**config.mk**
```make
export PLATFORM = sky130hd
export DESIGN_NAME = fmac_datapath
export DESIGN_NICKNAME = d
export VERILOG_FILES = /design/src/rtl/fmac_pkg.sv /design/src/rtl/fmac_mult.sv /design/src/rtl/fmac_align.sv /design/src/rtl/fmac_alu.sv /design/src/rtl/fmac_datapath.sv
export SDC_FILE = /design/constraint.sdc
export NUM_CORES = 1
export LEC_CHECK = 0
export BUFFER_PORTS_ARGS = -buffer_cell sky130_fd_sc_hd__buf_4
export CAP_MARGIN = 30
export CORE_ASPECT_RATIO = 1.75
export CORE_UTILIZATION = 35
export CTS_CLUSTER_SIZE = 12
export DETAILED_ROUTE_END_ITERATION = 10
export GPL_ROUTABILITY_DRIVEN = 0
export PLACE_DENSITY = 0.48
export SYNTH_ARGS = -nofsm -noshare
export SYNTH_HDL_FRONTEND = slang
export SYNTH_HIERARCHICAL = 1
export SYNTH_SLANG_ARGS = --single-unit
export TNS_END_PERCENT = 1
```
**constraint.sdc**
```tcl
create_clock -name clk -period 6.8 [get_ports clk]
set_input_delay 1.02 -clock clk [delete_from_list [all_inputs] [get_ports clk]]
set_output_delay 1.02 -clock clk [all_outputs]
set_load 0.01 [all_outputs]
```
**src/rtl/fmac_pkg.sv**
```systemverilog
package fmac_pkg;
  typedef enum logic [2:0] {
    ALU_NONE = 3'd0,
    ALU_MOVP = 3'd1,
    ALU_ADDP = 3'd2,
    ALU_SUBP = 3'd3,
    ALU_MOVY = 3'd4
  } alu_op_e;

  typedef enum logic [1:0] {
    ALN_NONE = 2'd0,
    ALN_SR2  = 2'd1,
    ALN_SL2  = 2'd2,
    ALN_SL1  = 2'd3
  } align_e;
endpackage

```
**src/rtl/fmac_mult.sv**
```systemverilog
module fmac_mult #(
  parameter int X_W = 16
) (
  input  logic [X_W-1:0]   mcand,
  input  logic [X_W-1:0]   mplier,
  output logic [2*X_W-1:0] prod
);
  logic signed [2*X_W-1:0] prod_s;

  always_comb begin
    prod_s = $signed(mcand) * $signed(mplier);
    prod   = prod_s;
  end
endmodule

```
**src/rtl/fmac_align.sv**
```systemverilog
module fmac_align
  import fmac_pkg::*;
#(
  parameter int P_W   = 32,
  parameter int GUARD = 4
) (
  input  logic [P_W-1:0]       prod,
  input  logic [1:0]           mode,
  output logic [P_W+GUARD-1:0] aligned
);
  localparam int ACC_W = P_W + GUARD;

  logic signed [ACC_W-1:0] wide;

  always_comb begin
    wide = {{GUARD{prod[P_W-1]}}, prod};
    case (align_e'(mode))
      ALN_SR2: aligned = wide >>> 2;
      ALN_SL2: aligned = wide << 2;
      ALN_SL1: aligned = wide << 1;
      default: aligned = wide;
    endcase
  end
endmodule

```
**src/rtl/fmac_alu.sv**
```systemverilog
module fmac_alu
  import fmac_pkg::*;
#(
  parameter int ACC_W = 36
) (
  input  logic [2:0]       op,
  input  logic [ACC_W-1:0] src_acc,
  input  logic [ACC_W-1:0] p_term,
  input  logic [ACC_W-1:0] y_term,
  output logic [ACC_W-1:0] result,
  output logic             wr_en
);
  always_comb begin
    result = src_acc;
    wr_en  = 1'b1;
    case (alu_op_e'(op))
      ALU_MOVP: result = p_term;
      ALU_ADDP: result = src_acc + p_term;
      ALU_SUBP: result = src_acc - p_term;
      ALU_MOVY: result = y_term;
      default:  wr_en  = 1'b0;
    endcase
  end
endmodule

```
**src/rtl/fmac_datapath.sv**
```systemverilog
module fmac_datapath
  import fmac_pkg::*;
#(
  parameter int X_W     = 16,
  parameter int GUARD   = 4,
  parameter int NUM_ACC = 2
) (
  input  logic                   clk,
  input  logic                   rst_n,
  input  logic [2:0]             alu_op,
  input  logic                   mul_en,
  input  logic                   acc_src,
  input  logic                   acc_dst,
  input  logic [1:0]             align,
  input  logic                   square_mode,
  input  logic                   x_load,
  input  logic [X_W-1:0]         x_data,
  input  logic                   y_load,
  input  logic [2*X_W-1:0]       y_data,
  output logic [X_W-1:0]         x_q,
  output logic [2*X_W-1:0]       y_q,
  output logic [2*X_W-1:0]       p_q,
  output logic [2*X_W+GUARD-1:0] acc0_q,
  output logic [2*X_W+GUARD-1:0] acc1_q
);
  localparam int Y_W   = 2 * X_W;
  localparam int P_W   = Y_W;
  localparam int ACC_W = P_W + GUARD;

  logic [X_W-1:0]   x_d;
  logic             x_en;
  logic [P_W-1:0]   prod;
  logic [ACC_W-1:0] p_aligned;
  logic [ACC_W-1:0] y_wide;
  logic [ACC_W-1:0] alu_res;
  logic             alu_wr;
  logic [ACC_W-1:0] acc_q [NUM_ACC];

  // operand register next-state
  always_comb begin
    x_en = x_load | (y_load & square_mode);
    x_d  = (y_load & square_mode) ? y_data[Y_W-1:X_W] : x_data;
  end

  assign y_wide = {{GUARD{y_q[Y_W-1]}}, y_q};

  fmac_mult #(.X_W(X_W)) u_mult (
    .mcand  (x_q),
    .mplier (y_q[Y_W-1:X_W]),
    .prod   (prod)
  );

  fmac_align #(.P_W(P_W), .GUARD(GUARD)) u_align (
    .prod    (p_q),
    .mode    (align),
    .aligned (p_aligned)
  );

  fmac_alu #(.ACC_W(ACC_W)) u_alu (
    .op      (alu_op),
    .src_acc (acc_q[acc_src]),
    .p_term  (p_aligned),
    .y_term  (y_wide),
    .result  (alu_res),
    .wr_en   (alu_wr)
  );

  always_ff @(posedge clk or negedge rst_n) begin
    if (!rst_n)    x_q <= '0;
    else if (x_en) x_q <= x_d;
  end

  always_ff @(posedge clk or negedge rst_n) begin
    if (!rst_n)      y_q <= '0;
    else if (y_load) y_q <= y_data;
  end

  always_ff @(posedge clk or negedge rst_n) begin
    if (!rst_n)      p_q <= '0;
    else if (mul_en) p_q <= prod;
  end

  generate
    for (genvar g = 0; g < NUM_ACC; g++) begin : g_acc
      logic acc_en;
      assign acc_en = alu_wr && (int'(acc_dst) == g);
      always_ff @(posedge clk or negedge rst_n) begin
        if (!rst_n)      acc_q[g] <= '0;
        else if (acc_en) acc_q[g] <= alu_res;
      end
    end
  endgenerate

  assign acc0_q = acc_q[0];
  assign acc1_q = acc_q[1];
endmodule

```
==> results_dict.tcl <==
set metrics [dict create \
    synth-warning-count 6 \
    critical_path.startpoint_type "register" \
    crit_slowest_cell "sky130_fd_sc_hd__dfrtp_1" \
    grt_setup_unrepaired "false" \
    drt-wirelength-per-cell_um 22.6 \
    vias_after_detailed_routing 17100 \
    synth_most_common_cell "sky130_fd_sc_hd__inv_1" \
    fp.dieH_um 329 \
    firstDrtPassIters 6 \
    maximum_clock_frequency_mhz 155 \
    die_width_um 189 \
    cts.sinks 152 \
    synth_top_area_cell "sky130_fd_sc_hd__fa_1" \
    asyncSetResetFlopFracSynth_pct 100 \
    leading_cell_types_by_count_after_synthesis "308 x sky130_fd_sc_hd__inv_1, 263 x sky130_fd_sc_hd__fa_1, 188 x sky130_fd_sc_hd__nand2_1, 152 x sky130_fd_sc_hd__dfrtp_1, 142 x sky130_fd_sc_hd__mux2_2" \
    overflow 0 \
    synthesis.nets 2645 \
    synth_ff_type "sky130_fd_sc_hd__dfrtp_1" \
    crit_path_cell_trace "and2_1, fa_1, inv_1, fa_1, fa_1, inv_1, fa_1, fa_1, inv_1, fa_1, inv_1, ha_1, and3_2, nand2_1, o31ai_2, a211oi_2, buf_4, o221ai_2, o211ai_2, nor2_1, a211oi_2, mux2_2" \
    ys_seq_elements 152 \
    post_route_clock_period_utilization_pct 95.0 \
    cpLargestDelayFamily "adder cells" \
    worstReg2RegStart "y_q[20]$_DFFE_PN0P_" \
    count_of_port_buffers_added_during_placement 212 \
    cell_area_after_technology_mapping_um2 21400 \
    synth-edff-count 0 \
    number_of_global_route_vias_before_repair 18600 \
    synth.avg_cell_area_um2 9.71 \
    final-hold-violation-count 0 \
    io-pin-count 213 \
    area_share_of_the_largest_cell_type_after_synthesis_pct 24.6 \
    placementRows 119 \
    critical-path-max-stage-delay_ns 0.56 \
    n_fill_cell 6027 \
    drtAntennaViolNets 0 \
    max-clock-path-buffers 2 \
    grt_start_max_net_pins 62 \
    core_area_um2 60300 \
    post-cts-setup-buffers 0 \
    setup-violations-final 0 \
    final_layout_size_suffix_gt1_share_pct 22.9 \
    insertedDiodeCount 0 \
    place.detailed.hpwl_um 59500 \
    synth.top_cells.by_area "sky130_fd_sc_hd__fa_1 25%, sky130_fd_sc_hd__dfrtp_1 18%, sky130_fd_sc_hd__mux2_2 7.5%" \
    slew_viol_final 0 \
    clock_insertion_delay_worst_skew_ns 0.48 \
    tritoncts.num_buffers 17 \
    nets 2849 \
    worst-endpoint-arrival_ns 6.83 \
    timing_worst_setup_path_type "register to register" \
    timing.critical_path.to_type "register" \
    final.setup_skew_ns 0.0153 \
    global_route_wire_length_before_repair_um 110000 \
    initial_core_util_pct 35.5 \
    detail_route.drc_violations 0 \
    tritoncts "yes" \
    global_route.usage.total_pct 23.5 \
    launching_instance_or_port_of_the_critical_path "y_q[20]$_DFFE_PN0P_" \
    antenna_found_initial 2 \
    via_per_inst 5.34 \
    first_iter_violations 940 \
    worst_hold_path_type "primary input to asynchronous set/reset pin" \
    htree_levels 4 \
    cap_violations 0 \
    worstMarginPinSlew_ns 0.816 \
    min_period_ns 6.46 \
    synth_to_final_area_change_pct 15.3 \
    design.die.area_um2 62200 \
    ff2ff_setup_slack_ns 0.34 \
    ctsRootBufferMaster "sky130_fd_sc_hd__clkbuf_16" \
    synth_cell_types 88 \
    netlist_instances 2203 \
    library_cell_appearing_most_often_on_the_critical_path "sky130_fd_sc_hd__fa_1" \
    cp.required_ns 7.17 \
    timing.critical_path.buf_inv 5 \
    max_slew_margin_pct 45.6 \
    run_status "finished clean" \
    postCtsHoldBufs 0 \
    clk_transition_reported_paths_ns 0.07 \
    timing.critical_path.fanout_max 10 \
    wl_um 72300 \
    synth_seq_area_share_pct 17.8 \
    tns_ns 0 \
]
layer usage:
| metal | GRT usage, % | vias up | part of all wire (%) |
|---|---|---|---|
| met1 | 25.0 | 8685 | 37 |
| met4 | 11.9 | 4 | 4.9 |
| met5 | 0 | - | 0.025 |
| met2 | 45.1 | 506 | 54 |
| met3 | 2.82 | 154 | 3.3 |
| li1 | - | 7776 | - |
path summary, 6_finish.rpt:
path | cells after the start | to
setup / recovery | 22 | p_q[31]$_DFFE_PN0P_
hold / removal | 1 | acc0_q[6]$_DFFE_PN0P_
setup reg to reg | 22 | p_q[31]$_DFFE_PN0P_
hold reg to reg | 1 | acc0_q[0]$_DFFE_PN0P_
max in group asynchronous | 2 | x_q[6]$_DFFE_PN0P_
min in group clk | 1 | acc0_q[0]$_DFFE_PN0P_
cells in the final DEF, fill, tap and decap left out, types with 14 or more instances in the layout:
master and n:
sky130_fd_sc_hd__nand2_1 188, sky130_fd_sc_hd__ha_1 118, sky130_fd_sc_hd__clkbuf_16 17, sky130_fd_sc_hd__inv_1 308, sky130_fd_sc_hd__o21a_1 14, sky130_fd_sc_hd__dfrtp_1 151, sky130_fd_sc_hd__xnor2_1 56, sky130_fd_sc_hd__xor2_1 33
sky130_fd_sc_hd__mux4_2 22, sky130_fd_sc_hd__mux2_4 30, sky130_fd_sc_hd__mux2i_1 49, sky130_fd_sc_hd__nand4_1 14, sky130_fd_sc_hd__nand3_1 38, sky130_fd_sc_hd__nor2_1 98, sky130_fd_sc_hd__buf_4 292, sky130_fd_sc_hd__o21ai_0 70
sky130_fd_sc_hd__a21oi_1 104, sky130_fd_sc_hd__a211oi_1 17, sky130_fd_sc_hd__fa_1 263, sky130_fd_sc_hd__and2_1 132, sky130_fd_sc_hd__mux2_2 142, sky130_fd_sc_hd__o22ai_1 16, sky130_fd_sc_hd__a21o_1 27
logic make-up after synthesis:
family	synth area share, %
muxes	15.1
DFF	17.8
and+or+nand+nor	13.5
adders and majority gates	31.5
buffers and inverters	7.94
AOI/OAI and AO/OA	10.5
xor gates and xnor gates	3.72
sequential cells by signal (all words and copies together) (netlist names):
signal  cells
acc0_q     36
acc1_q     36
p_q        32
x_q        16
y_q        32
worst register-to-register path, cell delays in order, from the launching register on:
cell and delay [ns]:
sky130_fd_sc_hd__dfrtp_1 0.56, sky130_fd_sc_hd__and2_1 0.28, sky130_fd_sc_hd__fa_1 0.54, sky130_fd_sc_hd__inv_1 0.06
sky130_fd_sc_hd__fa_1 0.47, sky130_fd_sc_hd__fa_1 0.51, sky130_fd_sc_hd__inv_1 0.05, sky130_fd_sc_hd__fa_1 0.49
sky130_fd_sc_hd__fa_1 0.49, sky130_fd_sc_hd__inv_1 0.05, sky130_fd_sc_hd__fa_1 0.47, sky130_fd_sc_hd__inv_1 0.04
sky130_fd_sc_hd__ha_1 0.36, sky130_fd_sc_hd__and3_2 0.23, sky130_fd_sc_hd__nand2_1 0.07, sky130_fd_sc_hd__o31ai_2 0.48
sky130_fd_sc_hd__a211oi_2 0.16, sky130_fd_sc_hd__buf_4 0.18, sky130_fd_sc_hd__o221ai_2 0.23, sky130_fd_sc_hd__o211ai_2 0.17
sky130_fd_sc_hd__nor2_1 0.17, sky130_fd_sc_hd__a211oi_2 0.05, sky130_fd_sc_hd__mux2_2 0.27
what timing repair did:
item	4_1_cts	5_1_grt
endpoints found under the setup margin	0	1
hold endpoints to repair	0	0
gates resized for setup	0	1
final cells by class:
class,count,area (um2),share of cell area (%)
inverter,308,1160,4.69
clock buffer,21,460,1.87
multi-input combinational,1633,15900,64.5
sequential,152,3800,15.4
clock inverter,10,120,0.487
timing repair buffer,295,2240,9.09
tap,786,983,3.99
metrics by stage:
stage               hold WS, ns  setup slack [ns]  instances  cell area [um2]  utilization [%]
finish                    0.445             0.340       3205            24700             40.9
global route              0.461            0.0591       3205            24700             40.9
CTS                       0.424             0.242       3205            24700             40.9
detailed placement        0.522             0.232       3174            24100             40.0
global placement          0.512             0.283       3171            24000             39.9
floorplan                 0.563             0.613       2203            21400                -
Power is not shown: default switching activity piles up to over one toggle a cycle in this logic, so the estimate is an artifact.
